### config.mk
export PLATFORM = sky130hd
export DESIGN_NAME = ser_regport
export DESIGN_NICKNAME = d
export VERILOG_FILES = /design/src/rtl/ser_regport_pkg.sv /design/src/rtl/ser_regport_sync.sv /design/src/rtl/ser_regport_regs.sv /design/src/rtl/ser_regport_seq.sv /design/src/rtl/ser_regport.sv
export SDC_FILE = /design/constraint.sdc
export NUM_CORES = 1
export LEC_CHECK = 0
export BUFFER_PORTS_ARGS = -buffer_cell sky130_fd_sc_hd__buf_2
export CORE_UTILIZATION = 45
export CTS_BUF_LIST = sky130_fd_sc_hd__clkbuf_8 sky130_fd_sc_hd__clkbuf_16
export DETAILED_ROUTE_END_ITERATION = 6
export GPL_ROUTABILITY_DRIVEN = 0
export PLACE_DENSITY = 0.62
export SLEW_MARGIN = 20
export SYNTH_ARGS = -nofsm -noshare
export SYNTH_HDL_FRONTEND = slang
export SYNTH_SLANG_ARGS = --single-unit
### constraint.sdc
create_clock -name clk -period 4.95 [get_ports clk]
set_input_delay 0.2475 -clock clk [delete_from_list [all_inputs] [get_ports clk]]
set_output_delay 0.2475 -clock clk [all_outputs]
set_load 0.01 [all_outputs]
### src/rtl/ser_regport_pkg.sv
package ser_regport_pkg;

  typedef enum logic [1:0] {
    SEL_DATA = 2'd0,
    SEL_CTRL = 2'd1,
    SEL_OFFS = 2'd2,
    SEL_MODE = 2'd3
  } reg_sel_e;

  typedef enum logic [1:0] {
    PH_INSTR = 2'd0,
    PH_DATA  = 2'd1,
    PH_DONE  = 2'd2
  } phase_e;

  // Mode register layout, bit 3 down to bit 0
  typedef struct packed {
    logic standby;
    logic four_wire;
    logic lsb_first;
    logic byte_asc;
  } mode_t;

endpackage

### src/rtl/ser_regport_sync.sv
module ser_regport_sync #(
  parameter int STAGES = 2
) (
  input  logic clk,
  input  logic rst_n,
  input  logic sclk,
  input  logic cs_n,
  input  logic din,
  output logic sclk_rise,
  output logic sclk_fall,
  output logic cs_act,
  output logic din_s
);

  logic [STAGES:0]   sclk_q;
  logic [STAGES-1:0] cs_q;
  logic [STAGES-1:0] din_q;

  always_ff @(posedge clk or negedge rst_n) begin
    if (!rst_n) begin
      sclk_q <= '1;
      cs_q   <= '1;
      din_q  <= '0;
    end else begin
      sclk_q <= {sclk_q[STAGES-1:0], sclk};
      cs_q   <= {cs_q[STAGES-2:0], cs_n};
      din_q  <= {din_q[STAGES-2:0], din};
    end
  end

  assign sclk_rise = sclk_q[STAGES-1] & ~sclk_q[STAGES];
  assign sclk_fall = ~sclk_q[STAGES-1] & sclk_q[STAGES];
  assign cs_act    = ~cs_q[STAGES-1];
  assign din_s     = din_q[STAGES-1];

endmodule

### src/rtl/ser_regport_regs.sv
module ser_regport_regs
  import ser_regport_pkg::*;
#(
  parameter int DW = 24,
  localparam int NB = DW / 8,
  localparam int IW = (NB > 1) ? $clog2(NB) : 1
) (
  input  logic           clk,
  input  logic           rst_n,
  input  logic           wr_en,
  input  reg_sel_e       wr_sel,
  input  logic [IW-1:0]  wr_idx,
  input  logic [7:0]     wr_byte,
  input  logic           snap_en,
  input  reg_sel_e       rd_sel,
  input  logic [IW-1:0]  rd_idx,
  input  logic [DW-1:0]  conv_data,
  output logic [7:0]     rd_byte,
  output mode_t          mode,
  output logic [DW-1:0]  ctrl_q,
  output logic [DW-1:0]  offs_q
);

  logic [NB-1:0][7:0] ctrl_r, ctrl_n;
  logic [NB-1:0][7:0] offs_r, offs_n;
  logic [NB-1:0][7:0] snap_r, snap_n;
  logic [NB-1:0][7:0] conv_b;
  mode_t              mode_r, mode_n;

  assign conv_b = conv_data;

  always_comb begin
    ctrl_n = ctrl_r;
    offs_n = offs_r;
    mode_n = mode_r;
    snap_n = snap_en ? conv_b : snap_r;
    if (wr_en) begin
      unique case (wr_sel)
        SEL_CTRL: ctrl_n[wr_idx] = wr_byte;
        SEL_OFFS: offs_n[wr_idx] = wr_byte;
        SEL_MODE: mode_n         = mode_t'(wr_byte[3:0]);
        default:  ;
      endcase
    end
  end

  always_ff @(posedge clk or negedge rst_n) begin
    if (!rst_n) begin
      ctrl_r <= '0;
      offs_r <= '0;
      snap_r <= '0;
      mode_r <= '0;
    end else begin
      ctrl_r <= ctrl_n;
      offs_r <= offs_n;
      snap_r <= snap_n;
      mode_r <= mode_n;
    end
  end

  always_comb begin
    unique case (rd_sel)
      SEL_DATA: rd_byte = snap_en ? conv_b[rd_idx] : snap_r[rd_idx];
      SEL_CTRL: rd_byte = ctrl_r[rd_idx];
      SEL_OFFS: rd_byte = offs_r[rd_idx];
      default:  rd_byte = {4'b0000, mode_r};
    endcase
  end

  assign mode   = mode_r;
  assign ctrl_q = ctrl_r;
  assign offs_q = offs_r;

endmodule

### src/rtl/ser_regport_seq.sv
module ser_regport_seq
  import ser_regport_pkg::*;
#(
  parameter int NB = 3,
  localparam int IW = (NB > 1) ? $clog2(NB) : 1,
  localparam int LW = $clog2(NB + 1)
) (
  input  logic           clk,
  input  logic           rst_n,
  input  logic           rise,
  input  logic           fall,
  input  logic           cs_act,
  input  logic           din,
  input  mode_t          mode,
  input  logic [7:0]     rd_byte,
  output reg_sel_e       rd_sel,
  output logic [IW-1:0]  rd_idx,
  output logic           wr_en,
  output reg_sel_e       wr_sel,
  output logic [IW-1:0]  wr_idx,
  output logic [7:0]     wr_byte,
  output logic           snap_en,
  output logic           out_bit,
  output logic           rd_active,
  output logic           recal
);

  localparam logic [IW-1:0] LAST = IW'(NB - 1);

  phase_e        phase_q, phase_n;
  logic [2:0]    bitcnt_q, bitcnt_n;
  logic [7:0]    rx_q, rx_n, rx_nx;
  logic [7:0]    tx_q, tx_n;
  logic          is_read_q, is_read_n;
  reg_sel_e      sel_q, sel_n;
  logic [IW-1:0] idx_q, idx_n, idx_step, start_dec;
  logic [LW-1:0] left_q, left_n, left_dec;
  logic          touched_q, touched_n;
  logic          out_q, out_n;
  logic          recal_q, recal_n;
  logic          byte_done;

  assign rx_nx     = mode.lsb_first ? {din, rx_q[7:1]} : {rx_q[6:0], din};
  assign byte_done = rise && (bitcnt_q == 3'd7);
  assign left_dec  = (int'(rx_nx[6:5]) + 1 > NB) ? LW'(NB) : LW'(int'(rx_nx[6:5]) + 1);
  assign start_dec = (int'(rx_nx[1:0]) > NB - 1) ? LAST : IW'(rx_nx[1:0]);
  assign idx_step  = mode.byte_asc ? ((idx_q == LAST) ? '0 : IW'(idx_q + 1'b1))
                                   : ((idx_q == '0) ? LAST : IW'(idx_q - 1'b1));

  always_comb begin
    phase_n   = phase_q;
    bitcnt_n  = bitcnt_q;
    rx_n      = rx_q;
    tx_n      = tx_q;
    is_read_n = is_read_q;
    sel_n     = sel_q;
    idx_n     = idx_q;
    left_n    = left_q;
    touched_n = touched_q;
    out_n     = out_q;
    recal_n   = 1'b0;
    wr_en     = 1'b0;
    snap_en   = 1'b0;
    rd_sel    = sel_q;
    rd_idx    = idx_step;
    if (!cs_act) begin
      phase_n   = PH_INSTR;
      bitcnt_n  = '0;
      out_n     = 1'b0;
      touched_n = 1'b0;
    end else begin
      if (rise) begin
        rx_n     = rx_nx;
        bitcnt_n = 3'(bitcnt_q + 3'd1);
      end
      if (byte_done) begin
        unique case (phase_q)
          PH_INSTR: begin
            is_read_n = rx_nx[7];
            sel_n     = reg_sel_e'(rx_nx[4:3]);
            idx_n     = start_dec;
            left_n    = left_dec;
            touched_n = 1'b0;
            phase_n   = PH_DATA;
            rd_sel    = reg_sel_e'(rx_nx[4:3]);
            rd_idx    = start_dec;
            snap_en   = rx_nx[7] && (reg_sel_e'(rx_nx[4:3]) == SEL_DATA);
            tx_n      = rd_byte;
          end
          PH_DATA: begin
            if (!is_read_q) begin
              wr_en = 1'b1;
              if (sel_q == SEL_CTRL && idx_q != '0) touched_n = 1'b1;
              if (left_q == LW'(1) && sel_q == SEL_CTRL && (touched_q || idx_q != '0))
                recal_n = 1'b1;
            end
            left_n = LW'(left_q - 1'b1);
            idx_n  = idx_step;
            tx_n   = rd_byte;
            if (left_q == LW'(1)) phase_n = PH_DONE;
          end
          default: ;
        endcase
      end
      if (fall) begin
        if (phase_q == PH_DATA && is_read_q)
          out_n = mode.lsb_first ? tx_q[bitcnt_q] : tx_q[~bitcnt_q];
        else
          out_n = 1'b0;
      end
    end
  end

  always_ff @(posedge clk or negedge rst_n) begin
    if (!rst_n) begin
      phase_q   <= PH_INSTR;
      bitcnt_q  <= '0;
      rx_q      <= '0;
      tx_q      <= '0;
      is_read_q <= 1'b0;
      sel_q     <= SEL_DATA;
      idx_q     <= '0;
      left_q    <= '0;
      touched_q <= 1'b0;
      out_q     <= 1'b0;
      recal_q   <= 1'b0;
    end else begin
      phase_q   <= phase_n;
      bitcnt_q  <= bitcnt_n;
      rx_q      <= rx_n;
      tx_q      <= tx_n;
      is_read_q <= is_read_n;
      sel_q     <= sel_n;
      idx_q     <= idx_n;
      left_q    <= left_n;
      touched_q <= touched_n;
      out_q     <= out_n;
      recal_q   <= recal_n;
    end
  end

  assign wr_sel    = sel_q;
  assign wr_idx    = idx_q;
  assign wr_byte   = rx_nx;
  assign out_bit   = out_q;
  assign rd_active = (phase_q == PH_DATA) && is_read_q;
  assign recal     = recal_q;

endmodule

### src/rtl/ser_regport.sv
module ser_regport
  import ser_regport_pkg::*;
#(
  parameter int DW          = 24,
  parameter int SYNC_STAGES = 2
) (
  input  logic          clk,
  input  logic          rst_n,
  input  logic          sclk,
  input  logic          cs_n,
  input  logic          sdio_in,
  output logic          sdio_out,
  output logic          sdio_oe,
  output logic          sdo,
  input  logic [DW-1:0] conv_data,
  input  logic          conv_drdy_n,
  output logic          drdy_n,
  output logic          mod_clk_off,
  output logic          recal,
  output logic [DW-1:0] ctrl_q,
  output logic [DW-1:0] offs_q
);

  localparam int NB = DW / 8;
  localparam int IW = (NB > 1) ? $clog2(NB) : 1;

  logic [1:0]    rst_q;
  logic          rst_s;
  logic          rise, fall, cs_act, din_s;
  logic          wr_en, snap_en, out_bit, rd_active;
  reg_sel_e      wr_sel, rd_sel;
  logic [IW-1:0] wr_idx, rd_idx;
  logic [7:0]    wr_byte, rd_byte;
  mode_t         mode_q;

  always_ff @(posedge clk or negedge rst_n) begin
    if (!rst_n) rst_q <= 2'b00;
    else        rst_q <= {rst_q[0], 1'b1};
  end
  assign rst_s = rst_q[1];

  ser_regport_sync #(.STAGES(SYNC_STAGES)) u_sync (
    .clk(clk), .rst_n(rst_s), .sclk(sclk), .cs_n(cs_n), .din(sdio_in),
    .sclk_rise(rise), .sclk_fall(fall), .cs_act(cs_act), .din_s(din_s)
  );

  ser_regport_seq #(.NB(NB)) u_seq (
    .clk(clk), .rst_n(rst_s), .rise(rise), .fall(fall), .cs_act(cs_act),
    .din(din_s), .mode(mode_q), .rd_byte(rd_byte), .rd_sel(rd_sel),
    .rd_idx(rd_idx), .wr_en(wr_en), .wr_sel(wr_sel), .wr_idx(wr_idx),
    .wr_byte(wr_byte), .snap_en(snap_en), .out_bit(out_bit),
    .rd_active(rd_active), .recal(recal)
  );

  ser_regport_regs #(.DW(DW)) u_regs (
    .clk(clk), .rst_n(rst_s), .wr_en(wr_en), .wr_sel(wr_sel),
    .wr_idx(wr_idx), .wr_byte(wr_byte), .snap_en(snap_en),
    .rd_sel(rd_sel), .rd_idx(rd_idx), .conv_data(conv_data),
    .rd_byte(rd_byte), .mode(mode_q), .ctrl_q(ctrl_q), .offs_q(offs_q)
  );

  assign sdio_out    = out_bit;
  assign sdio_oe     = rd_active && cs_act && !mode_q.four_wire;
  assign sdo         = (rd_active && mode_q.four_wire) ? out_bit : 1'b0;
  assign drdy_n      = mode_q.standby | conv_drdy_n;
  assign mod_clk_off = mode_q.standby;

endmodule

Word-level counts from Yosys, hierarchy flattened:

Index checks and enable logic that the tools add are counted.

* add/sub/neg operators: 5
* order comparisons: 7
* equality and inequality tests: 12
* muxes and demuxes: 60
* bitwise gates (word level): 7
* reduce and logical (&&, ||, !) cells: 32

Operators with widths (count)
* $bmux 8 s2: 4
* $mux 8: 7
* $bwmux 24: 2
* $gt 32x3->1 const B: 1
* $mux 2: 14
* $pmux 8 s3: 1
* $mux 1: 23
* $demux 8 s2: 1
* $pmux 2 s2: 3
* $reduce_and 3->1: 4
* $logic_and 1x1->1: 10
* $reduce_bool 2->1: 5
* $eq 2x1->1 const B: 4
* $eq 2x2->1 const B: 4
* $logic_not 2->1: 4
* $lt 3x4->1 const B: 2
* $reduce_and 2->1: 4
* $bmux 1 s3: 2
* $lt 2x3->1 const B: 2
* $mux 3: 2
* $ne 3x2->1 const B: 2
* $reduce_and 4->1: 1
* $sub 2x1->2 const B: 2
* $add 2x1->3 const B: 1
* 15 further kinds: 18

* flip-flop bits (word level): 116
* input port bits: 30
* output and inout bits: 54

Logic depth before layout (Yosys ltp):

Gate-level depths: netlist (run 1).

* word-level depth: 10
* mapped depth: 12

Hierarchy:

Synthesis (run 1) repeated with hierarchy kept, for this count alone.

* cell total of the unflattened synthesis: 443
* area total of the unflattened synthesis: 5521.5 sq um

Modules (own cells, without submodules)
* ser_regport_regs: instances 1, cells each 276, area each 3553.4 sq um
* ser_regport_seq: instances 1, cells each 151, area each 1692.9 sq um
* ser_regport_sync: instances 1, cells each 10, area each 200.2 sq um
* ser_regport: instances 1, cells each 6, area each 75.1 sq um

Worst setup path after synthesis (run 1):

OpenSTA, ideal clock, no wires.

* path kind: flip-flop to flip-flop
* start: reg u_seq.bitcnt_q[1]
* end: reg u_seq.tx_q[7]
* arrival: 2375 ps
* required time: 4824 ps
* slack: 2449 ps
* cell stages (with the launch flop): 10
* clock period less this slack: 2501 ps
* cell sequence: dfrtp_1 ha_1 ha_1 nor3b_4 nand2_4 mux2_4 mux2_4 a22oi_1 o221ai_1 a221o_1

* longest elaborated chain between the ends: 8

RTL lines
* start, declared: RTL line ser_regport_seq.sv:31 `logic [2:0] bitcnt_q, bitcnt_n;`
* start signal, assigned: RTL line ser_regport_seq.sv:129 `bitcnt_q <= bitcnt_n;`
* $eq 3x3->1 *: RTL line ser_regport_seq.sv:44 `assign byte_done = rise && (bitcnt_q == 3'd7);`
* $logic_and 1x1->1 *: RTL line ser_regport_seq.sv:44
* $mux 2: RTL line ser_regport_seq.sv:76 `if (byte_done) begin`
* $mux 2: RTL line ser_regport_seq.sv:66 `if (!cs_act) begin`
* $bmux 8 s2: RTL line ser_regport_regs.sv:63 `SEL_DATA: rd_byte = snap_en ? conv_b[rd_idx] : snap_r[rd_idx];`
* $mux 8 (implied by the code): RTL line ser_regport_regs.sv:63
* $mux 8: RTL line ser_regport_regs.sv:63
* $pmux 8 s3: RTL line ser_regport_regs.sv:62 `unique case (rd_sel)`
* end signal, assigned: RTL line ser_regport_seq.sv:131 `tx_q <= tx_n;`
* end, declared: RTL line ser_regport_seq.sv:33 `logic [7:0] tx_q, tx_n;`

Every way passes the cells marked *; elsewhere a longest branch is shown, timed or not. The select of a mux whose other input is x is not followed.
A chain may end at the register's enable or synchronous reset.

Worst setup path after layout (run 1):

* start: reg u_seq.bitcnt_q[0]
* end: reg u_seq.tx_q[2]

The elaborated chain is that of the path after synthesis.

==> results of run 1 <==
## flip-flops by register name, indices dropped and copies added (netlist names), 3 cells and up
signal	count
u_regs.snap_r	24
u_seq.tx_q	8
u_seq.rx_q	8
u_regs.offs_q	24
u_sync.sclk_q	3
u_seq.bitcnt_q	3
u_regs.mode	4
u_regs.ctrl_q	24
## placed cells by master (no fill, tap or decap), drive strengths merged, types with 3 or more instances in the layout
master	synthesis	final
nor3	10	10
nand3	6	6
dfstp	5	5
o21ai	67	67
nor2b	6	6
o211ai	8	8
mux4	5	5
mux2	20	20
inv	20	22
buf	10	87
o22ai	9	9
nand2	98	98
a222oi	3	3
a221o	4	4
dlygate4sd3	0	4
ha	9	9
o32ai	3	3
a22oi	4	4
or2	3	3
mux2i	33	33
dfrtp	111	111
nand2b	10	10
a2111oi	3	3
clkinvlp	0	3
nor3b	4	4
a21oi	29	29
clkinv	0	4
nor2	40	40
a31oi	5	5
clkbuf	19	21
## power by group through the flow
stage          combinational (W)  clock (W)  sequential [W]
2_1_floorplan           0.000111          0         0.00103
6_report                0.000185    0.00115         0.00103
4_1_cts                 0.000183    0.00116         0.00103
3_3_place_gp            0.000178          0         0.00105
5_1_grt                 0.000203    0.00121         0.00104
3_5_place_dp            0.000179          0         0.00105
## cell families after synthesis
logic type / after synthesis / share of synthesized area, %
AO/OA/AOI/OAI: 151 / 16.0
XOR/XNOR: 1 / 0.152
adder cells (fa/ha/maj): 9 / 1.96
buffers and inverters: 49 / 3.70
flip-flops: 116 / 50.5
multiplexers: 58 / 12.3
other: 1 / 0.0652
AND/OR/NAND/NOR: 189 / 15.2
## cell type report
cell class                 instances  area [µm²]  share of cell area, %
clock inverter                    10        83.8                   1.22
sequential                       116        2910                   42.3
tap                              168         210                   3.05
clock buffer                      21         480                   6.97
timing repair buffer              91         485                   7.05
multi-input combinational        409        2640                   38.3
inverter                          20        75.1                   1.09
## metrics by stage
step	power [W]	instances	utilization (%)	hold WS, ns
finish	0.00237	835	56.2	0.0633
global route	0.00245	835	56.2	0.0650
CTS	0.00238	835	56.2	0.0498
detailed placement	0.00123	800	51.2	0.0356
global placement	0.00122	800	51.2	0.0332
floorplan	0.00114	574	-	-0.0481
## critical path, stage by stage (launching register included)
cell and delay [ns]:
dfrtp_1 0.52, ha_1 0.21, ha_1 0.23, nor3b_4 0.30, and2_1 0.56, nand3_4 0.55, mux2i_1 0.38, o22ai_1 0.12
a2111oi_0 0.68, a21oi_1 0.15
## timing repair
action	CTS	global route
endpoints found under the setup margin	0	0
resized for setup	0	0
hold endpoints to repair	5	0
hold buffers	4	0
## final timing paths
path,slack [ns],to,start
setup / recovery,1.10,u_seq.tx_q[2],u_seq.bitcnt_q[0]
hold / removal,0.06,u_regs.snap_r[13],conv_data[13]
setup reg to reg,1.10,u_seq.tx_q[2],u_seq.bitcnt_q[0]
hold reg to reg,0.35,u_sync.din_q[1],u_sync.din_q[0]
max in group asynchronous,3.38,u_seq.wr_idx[1],rst_q[1]
min in group asynchronous,0.17,rst_q[0],rst_n
## per-layer routing
layer  up-vias  global-route usage [%]  wire length, µm
li1       2209                       -                -
met1      2257                    37.1             7360
met2       248                    38.8             7240
met3        34                    5.96             1320
met4         0                    11.9              375
met5         -                       0                0
==> impl_metrics.json, run 1 <==
{
  "cts_sinks": 116,
  "ios": 84,
  "diodes": 0,
  "synth-edff-count": 0,
  "areaGrowthSynthToFinish_pct": 19.7,
  "status": "finished clean",
  "p_int_w": 0.00178,
  "fill_cells": 1075,
  "dr.first_iter.drc_count": 539,
  "synth_top_area_cell": "dfrtp_1",
  "end_kind": "register",
  "final_max_slew_viol_count": 0,
  "power_frac_clock_pct": 48.5,
  "io_buffer_count": 83,
  "power_switching_w": 0.000582,
  "vdd_drop_max_uv": 200,
  "p_leak_nw": 3.25,
  "synthTopCellsByCount": "111 x dfrtp_1, 97 x nand2_1, 67 x o21ai_0",
  "syn-cell-area_um2": 5760,
  "min_period_over_period_pct": 77.7,
  "grt.overflow.total": 0,
  "final_layout_size_suffix_gt1_share_pct": 24.0,
  "relSlewSlack_pct": 23.2,
  "grt_pass1_vias": 4534,
  "grt_max_degree": 74,
  "r2r_cells": 9,
  "yosysUniqueCellTypes": 60,
  "clk-insertion-delay-late_ns": 0.41,
  "cp_max_fo": 26,
  "fin_nets": 694,
  "ys_seq_elements": 116,
  "cap_violations": 0,
  "rsz0062_at_grt": "no",
  "final_hold_viol_count": 0,
  "tns_ns": 0,
  "fin_ws_ns": 1.10,
  "yosys_warnings": 0,
  "crit_type": "register to register",
  "wl_per_cell_um": 19.5,
  "setup_viol": 0,
  "cp_data_required_time_ns": 5.22,
  "swShare_pct": 24.6,
  "cts_tree": "yes",
  "yosys-top-cells-area": "dfrtp_1 48%, nand2_1 6.3%, o21ai_0 5.8%",
  "critPathLaunchType": "register",
  "grt_pass1_wl_mm": 25.1,
  "fp.dieW_um": 115,
  "ys.flop_type": "dfrtp_1",
  "cts_max_path_buffers": 2,
  "post-synth-top-count-cell": "dfrtp_1",
  "dp_slack_ns": 1.22,
  "clockRootBuffer": "clkbuf_16",
  "dieArea_um2": 13200,
  "synth_top_area_share_pct": 48.3,
  "cts.htree.levels": 4,
  "p_comb_share_pct": 7.8,
  "fp.dieH_um": 115,
  "place_area_um2": 6280,
  "syn_area_per_cell_um2": 10.0,
  "postRouteAntennaNets": 0,
  "start_util_pct": 46.9,
  "postSynth.asyncResetShare_pct": 100,
  "rows": 40,
  "dr.pass1.iters": 7,
  "hold_path_depth": 3,
  "stdcell_area_um2": 6890,
  "max_freq_ghz": 0.260,
  "viasPerCell": 5.69,
  "pwr-share-seq_pct": 43.6,
  "min_period_ns": 3.85,
  "dpl.hpwl_mm": 11.6,
  "core_area_um2": 12300,
  "hold_path.class": "input port to register",
  "finClkSkew_ns": 0.00937,
  "numCtsBuffers": 17,
  "vias": 4748,
  "arrival_ns": 4.12,
  "drc": 0,
  "powerDensity_nw_per_um2": 343,
  "worst_pin_slew_ns": 1.13,
  "wirelength_mm": 16.3,
  "gr-usage-all-layers_pct": 26.3,
  "syn_inst": 574,
  "clk_pin_slew_worst_paths_ns": 0.05,
  "synth-seq-area-share_pct": 50.5,
  "antenna_found_initial": 0,
  "post-cts-setup-buffer-count": 0,
  "synthesis.nets": 613
}
Power figures use the tool's default switching activity.
==> run 2, diff against run 1 <==
--- a/config.mk
+++ b/config.mk
@@ -5,12 +5,13 @@
 export SDC_FILE = /design/constraint.sdc
 export NUM_CORES = 1
 export LEC_CHECK = 0
+export ABC_AREA = 1
 export BUFFER_PORTS_ARGS = -buffer_cell sky130_fd_sc_hd__buf_2
 export CORE_UTILIZATION = 45
 export CTS_BUF_LIST = sky130_fd_sc_hd__clkbuf_8 sky130_fd_sc_hd__clkbuf_16
 export DETAILED_ROUTE_END_ITERATION = 6
 export GPL_ROUTABILITY_DRIVEN = 0
-export PLACE_DENSITY = 0.62
+export PLACE_DENSITY = 0.65
 export SLEW_MARGIN = 20
 export SYNTH_ARGS = -nofsm -noshare
 export SYNTH_HDL_FRONTEND = slang
==> constraint.sdc (replaced) <==
create_clock -name clk -period 3.25 [get_ports clk]
set_input_delay 0.1625 -clock clk [delete_from_list [all_inputs] [get_ports clk]]
set_output_delay 0.1625 -clock clk [all_outputs]
set_load 0.01 [all_outputs]
==> impl_metrics.json, run 2 <==
{
  "status": "finished clean",
  "hold_path_depth": 3,
  "cts.htree.levels": 4,
  "final_common_cell": "nand2_1",
  "fin_ws_ns": 0.436,
  "cts_max_path_buffers": 2,
  "tns_ns": 0,
  "final_hold_viol_count": 0,
  "antenna_found_initial": 0,
  "postRouteAntennaNets": 0,
  "areaGrowthSynthToFinish_pct": 21.7,
  "dr.pass1.iters": 5,
  "numCtsBuffers": 17,
  "crit_type": "register to register",
  "clk_pin_slew_worst_paths_ns": 0.05,
  "dp_slack_ns": 0.474,
  "syn-cell-area_um2": 6040,
  "cp_max_fo": 11,
  "arrival_ns": 3.17,
  "cts_resized": 0,
  "fin_nets": 897,
  "grt_pass1_vias": 5121,
  "r2r_cells": 14,
  "diodes": 0,
  "post-cts-setup-buffer-count": 0,
  "final_layout_size_suffix_gt1_share_pct": 21.4,
  "clockRootBuffer": "clkbuf_16",
  "yosys-top-cells-area": "dfrtp_1 46%, nand2_1 16%, o21ai_0 5.8%",
  "synth-seq-area-share_pct": 48.1,
  "ys.flop_type": "dfrtp_1",
  "min_to": "u_regs.snap_r[21]",
  "synth-edff-count": 0,
  "final_max_slew_viol_count": 0,
  "io_buffer_count": 83,
  "grt.overflow.total": 0,
  "rsz0062_at_grt": "no",
  "rows": 41,
  "grt_pass1_wl_mm": 26.5,
  "vias": 5427,
  "finClkSkew_ns": 0.00722,
  "syn_area_per_cell_um2": 7.93,
  "fp.dieH_um": 118,
  "p_leak_nw": 3.82,
  "dr.first_iter.drc_count": 495,
  "final_util_pct": 57.1,
  "cap_violations": 0,
  "syn_inst": 762,
  "gr-usage-all-layers_pct": 24.9,
  "critPathLaunchType": "register",
  "start_util_pct": 46.9,
  "most-common-layout-cells": "251 x nand2_1, 110 x dfrtp_1, 92 x inv_1",
  "dpl.hpwl_mm": 12.1,
  "drc": 0,
  "grt_max_degree": 82,
  "min-delay-start": "conv_data[21]",
  "vdd_drop_max_uv": 446,
  "synth_top_area_cell": "dfrtp_1",
  "synthesis.nets": 801,
  "reg2reg_slack_ns": 0.44,
  "hold_path.class": "input port to register",
  "wirelength_mm": 16.6,
  "powerDensity_nw_per_um2": 526,
  "cts_tree": "yes",
  "post-synth-top-count-cell": "nand2_1",
  "postSynth.asyncResetShare_pct": 100,
  "synth_top_area_share_pct": 46.0,
  "hold-worst-slack_ns": 0.00579,
  "clk-insertion-delay-late_ns": 0.43,
  "relSlewSlack_pct": 38.9,
  "max_freq_ghz": 0.355,
  "min_period_over_period_pct": 86.6,
  "wl_per_cell_um": 15.9,
  "worst_r2r_startpoint": "u_seq.bitcnt_q[0]",
  "yosys_warnings": 0,
  "synthTopCellsByCount": "251 x nand2_1, 111 x dfrtp_1, 92 x inv_1",
  "dieArea_um2": 13900,
  "core_area_um2": 12900,
  "yosysUniqueCellTypes": 35,
  "setup_viol": 0,
  "cts_sinks": 116,
  "viasPerCell": 5.20,
  "min_period_ns": 2.81,
  "fp.dieW_um": 118,
  "end_kind": "register",
  "ios": 84,
  "ys_seq_elements": 116,
  "worst_pin_slew_ns": 0.908,
  "cp_data_required_time_ns": 3.61,
  "r2r_end": "u_seq.tx_q[3]"
}
-- run 2: cell types whose count changed in the layout (fill, tap and decap cells not counted), sizes merged, moves of 10 or more --
cell / previous run / this run
nand2b: 10 / 0
nand2: 98 / 267
mux2i: 33 / 0
o21ai: 67 / 92
inv: 22 / 104
mux2: 20 / 0
nand3: 6 / 63
-- run 2: final cells by class --
cell class | instances | area (µm²)
multi-input cells | 517 | 2560
repair buffers | 102 | 611
clock buffers | 17 | 425
flip-flops and latches | 116 | 2910
well taps | 172 | 215
inverters | 104 | 393
fillers | 1166 | 5530
clock inverters | 15 | 230
-- run 2: logic make-up (layout without fill, tap and decap cells) --
kind of cell,Yosys count,after routing,synth area share [%]
adder cells (fa/ha/maj),9,9,1.86
buffers and inverters,129,238,9.42
flip-flops,116,116,48.1
other,1,1,0.0621
AND/OR/NAND/NOR,382,382,29.0
AO/OA/AOI/OAI,125,125,11.5
-- run 2: power by group --
group | switching [W] | total, W | internal [W]
clock network | 0.000702 | 0.00207 | 0.00136
registers | 0.0000308 | 0.00152 | 0.00149
logic | 0.000206 | 0.000285 | 0.0000792
total | 0.000939 | 0.00387 | 0.00293
-- run 2: how the worst max path moves through the flow --
stage | startpoint | end | slack, ns | depth (start not counted)
global placement | u_seq.bitcnt_q[0] | u_seq.tx_q[0] | 0.63 | 14
global route | u_seq.bitcnt_q[0] | u_seq.tx_q[1] | 0.03 | 14
finish | u_seq.bitcnt_q[0] | u_seq.tx_q[3] | 0.44 | 14
floorplan | u_seq.bitcnt_q[1] | u_seq.tx_q[4] | 1.20 | 16
CTS | u_seq.bitcnt_q[0] | u_seq.tx_q[3] | 0.45 | 14
detailed placement | u_seq.bitcnt_q[0] | u_seq.tx_q[3] | 0.47 | 14
-- run 2: stage by stage --
| stage | power, W | instances | area (µm²) |
|---|---|---|---|
| global placement | 0.00180 | 997 | 6540 |
| detailed placement | 0.00181 | 997 | 6540 |
| CTS | 0.00388 | 1042 | 7320 |
| finish | 0.00387 | 1043 | 7350 |
| global route | 0.00399 | 1043 | 7350 |
| floorplan | 0.00170 | 762 | 6040 |
-- run 2: per-layer routing --
metal | routed length [µm] | share of wire, % | track usage (%)
met2 | 7440 | 45 | 37.2
met1 | 7570 | 46 | 35.3
met4 | 474 | 2.8 | 11.1
met5 | 0 | 0 | 0
met3 | 1150 | 6.9 | 4.60
-- run 2: worst max-delay path: stages (launching register included) --
cell and delay [ns]:
dfrtp_1 0.49, ha_1 0.20, ha_1 0.22, inv_1 0.06
nor2_1 0.14, nand3_2 0.19, nand2_1 0.11, nand2_1 0.25
nor2_1 0.56, nand3_1 0.16, nand2_1 0.11, nand2_1 0.05
nand3_1 0.09, nand2_1 0.06, nand2_1 0.05
-- run 2: timing repair --
item,4_1_cts,5_1_grt
setup endpoints to repair,0,0
hold buffers,13,0
hold endpoints to repair,14,0
==> run 3, diff against run 2 <==
--- a/config.mk
+++ b/config.mk
@@ -7,11 +7,14 @@
 export LEC_CHECK = 0
 export ABC_AREA = 1
 export BUFFER_PORTS_ARGS = -buffer_cell sky130_fd_sc_hd__buf_2
-export CORE_UTILIZATION = 45
+export CELL_PAD_IN_SITES_DETAIL_PLACEMENT = 2
+export CELL_PAD_IN_SITES_GLOBAL_PLACEMENT = 2
+export CORE_UTILIZATION = 30
 export CTS_BUF_LIST = sky130_fd_sc_hd__clkbuf_8 sky130_fd_sc_hd__clkbuf_16
+export CTS_CLUSTER_DIAMETER = 50
 export DETAILED_ROUTE_END_ITERATION = 6
 export GPL_ROUTABILITY_DRIVEN = 0
-export PLACE_DENSITY = 0.65
+export PLACE_DENSITY = 0.72
 export SLEW_MARGIN = 20
 export SYNTH_ARGS = -nofsm -noshare
 export SYNTH_HDL_FRONTEND = slang
==> impl_metrics.json, run 3 (synthesized netlist as in run 2, its figures left out) <==
{
  "finClkSkew_ns": 0.00813,
  "ios": 84,
  "p_comb_share_pct": 8.0,
  "fin_nets": 898,
  "p_int_w": 0.00288,
  "p_leak_nw": 3.83,
  "final_hold_viol_count": 0,
  "io_buffer_count": 83,
  "hold_path.class": "input port to register",
  "dpl.hpwl_mm": 16.6,
  "max_freq_ghz": 0.342,
  "end_kind": "register",
  "grt.overflow.total": 0,
  "viasPerCell": 4.90,
  "cts.htree.levels": 4,
  "reg2reg_slack_ns": 0.33,
  "powerDensity_nw_per_um2": 516,
  "antenna_found_initial": 0,
  "clockRootBuffer": "clkbuf_16",
  "grt_max_degree": 76,
  "drc": 0,
  "cts_sinks": 116,
  "cts_max_path_buffers": 2,
  "fp.dieW_um": 144,
  "vdd_drop_max_uv": 380,
  "fp.dieH_um": 144,
  "min_period_ns": 2.92,
  "final_common_cell": "nand2_1",
  "place_area_um2": 6700,
  "wirelength_mm": 22.8,
  "clk_pin_slew_worst_paths_ns": 0.06,
  "fin_ws_ns": 0.327,
  "cp_data_required_time_ns": 3.57,
  "status": "finished clean",
  "swShare_pct": 24.9,
  "grt_pass1_wl_mm": 35.7,
  "stdcell_area_um2": 7430,
  "most-common-layout-cells": "249 x nand2_1, 110 x dfrtp_1, 96 x inv_1",
  "start_util_pct": 30.8,
  "power_switching_w": 0.000954,
  "dr.pass1.iters": 4,
  "relSlewSlack_pct": 44.9,
  "areaGrowthSynthToFinish_pct": 23.0,
  "worst_pin_slew_ns": 0.818,
  "clk-insertion-delay-late_ns": 0.43,
  "power_frac_clock_pct": 52.3,
  "tns_ns": 0,
  "grt_pass1_vias": 6209,
  "rows": 51,
  "pwr-share-seq_pct": 39.7,
  "postRouteAntennaNets": 0,
  "diodes": 0,
  "setup_viol": 0,
  "gr-usage-all-layers_pct": 23.7,
  "cp_max_fo": 15,
  "final_layout_size_suffix_gt1_share_pct": 21.6,
  "dp_slack_ns": 0.0662,
  "final_max_slew_viol_count": 0,
  "wl_per_cell_um": 20.1,
  "cts_tree": "yes",
  "vias": 5568,
  "dieArea_um2": 20700,
  "critPathLaunchType": "register",
  "min_period_over_period_pct": 89.9,
  "core_area_um2": 19600,
  "rsz0062_at_grt": "no",
  "dr.first_iter.drc_count": 174,
  "numCtsBuffers": 17,
  "cap_violations": 0,
  "crit_type": "register to register",
  "arrival_ns": 3.24
}
-- run 3: cell types whose count changed in the layout (fill, tap and decap cells not counted), moves of 3 or more --
| cell | delta |
|---|---|
| buf_4 | +4 |
| clkinv_4 | -4 |
| dlygate4sd3_1 | -3 |
| inv_1 | +4 |
-- run 3: repair_timing --
item,in CTS,in global routing
endpoints found under the setup margin,3,8
endpoints found under the hold margin,11,0
pin swaps,0,0
gates resized for setup,1,2
hold buffers,10,0
buffers inserted,0,0
-- run 3: cell type report --
type	instances	area, µm²
fillers	2245	12200
flip-flops and latches	116	2910
multi-input cells	517	2570
repair buffers	103	603
clock buffers	19	453
inverters	104	393
well taps	265	332
clock inverters	13	166
-- run 3: power by group through the flow --
stage | registers [W] | clock network [W] | logic, W
floorplan | 0.00155 | 0 | 0.000155
detailed placement | 0.00155 | 0 | 0.000296
global placement | 0.00155 | 0 | 0.000284
finish | 0.00152 | 0.00200 | 0.000306
global route | 0.00153 | 0.00209 | 0.000336
CTS | 0.00152 | 0.00204 | 0.000312
-- run 3: worst max-delay path, cell delays in order, from the launching register on --
cell	delay, ns
dfrtp_1	0.53
ha_1	0.21
ha_1	0.24
nand3_4	0.16
nor2_8	0.31
nand2_1	0.15
nand2_2	0.34
nand2_1	0.31
o21ai_0	0.33
inv_1	0.09
nand2_1	0.08
nand2_1	0.05
-- run 3: layer usage --
layer,part of all wire [%],GRT usage (%),vias to the layer above
met2,51,42.1,102
met4,2.4,8.40,0
met5,0,0,-
met1,43,28.7,2821
met3,3.1,3.83,31
li1,-,-,2614
-- run 3: stage by stage --
step	util [%]	power [W]	cells	hold slack [ns]
finish	37.9	0.00383	1137	0.0161
global route	37.9	0.00396	1137	0.0219
global placement	34.2	0.00183	1095	-0.0528
detailed placement	34.2	0.00184	1095	-0.0520
CTS	37.9	0.00387	1137	0.00467
floorplan	-	0.00170	762	-0.133
-- run 3: worst paths after layout --
check / startpoint / endpoint / cells past startpoint
setup / recovery: u_seq.bitcnt_q[0] / u_seq.tx_q[3] / 11
hold / removal: conv_data[0] / u_regs.snap_r[0] / 3
setup reg to reg: u_seq.bitcnt_q[0] / u_seq.tx_q[3] / 11
hold reg to reg: rst_q[1] / u_regs.offs_q[8] / 0
max in group asynchronous: rst_q[1] / u_sync.cs_q[1] / 1
min in group asynchronous: rst_n / rst_q[1] / 2
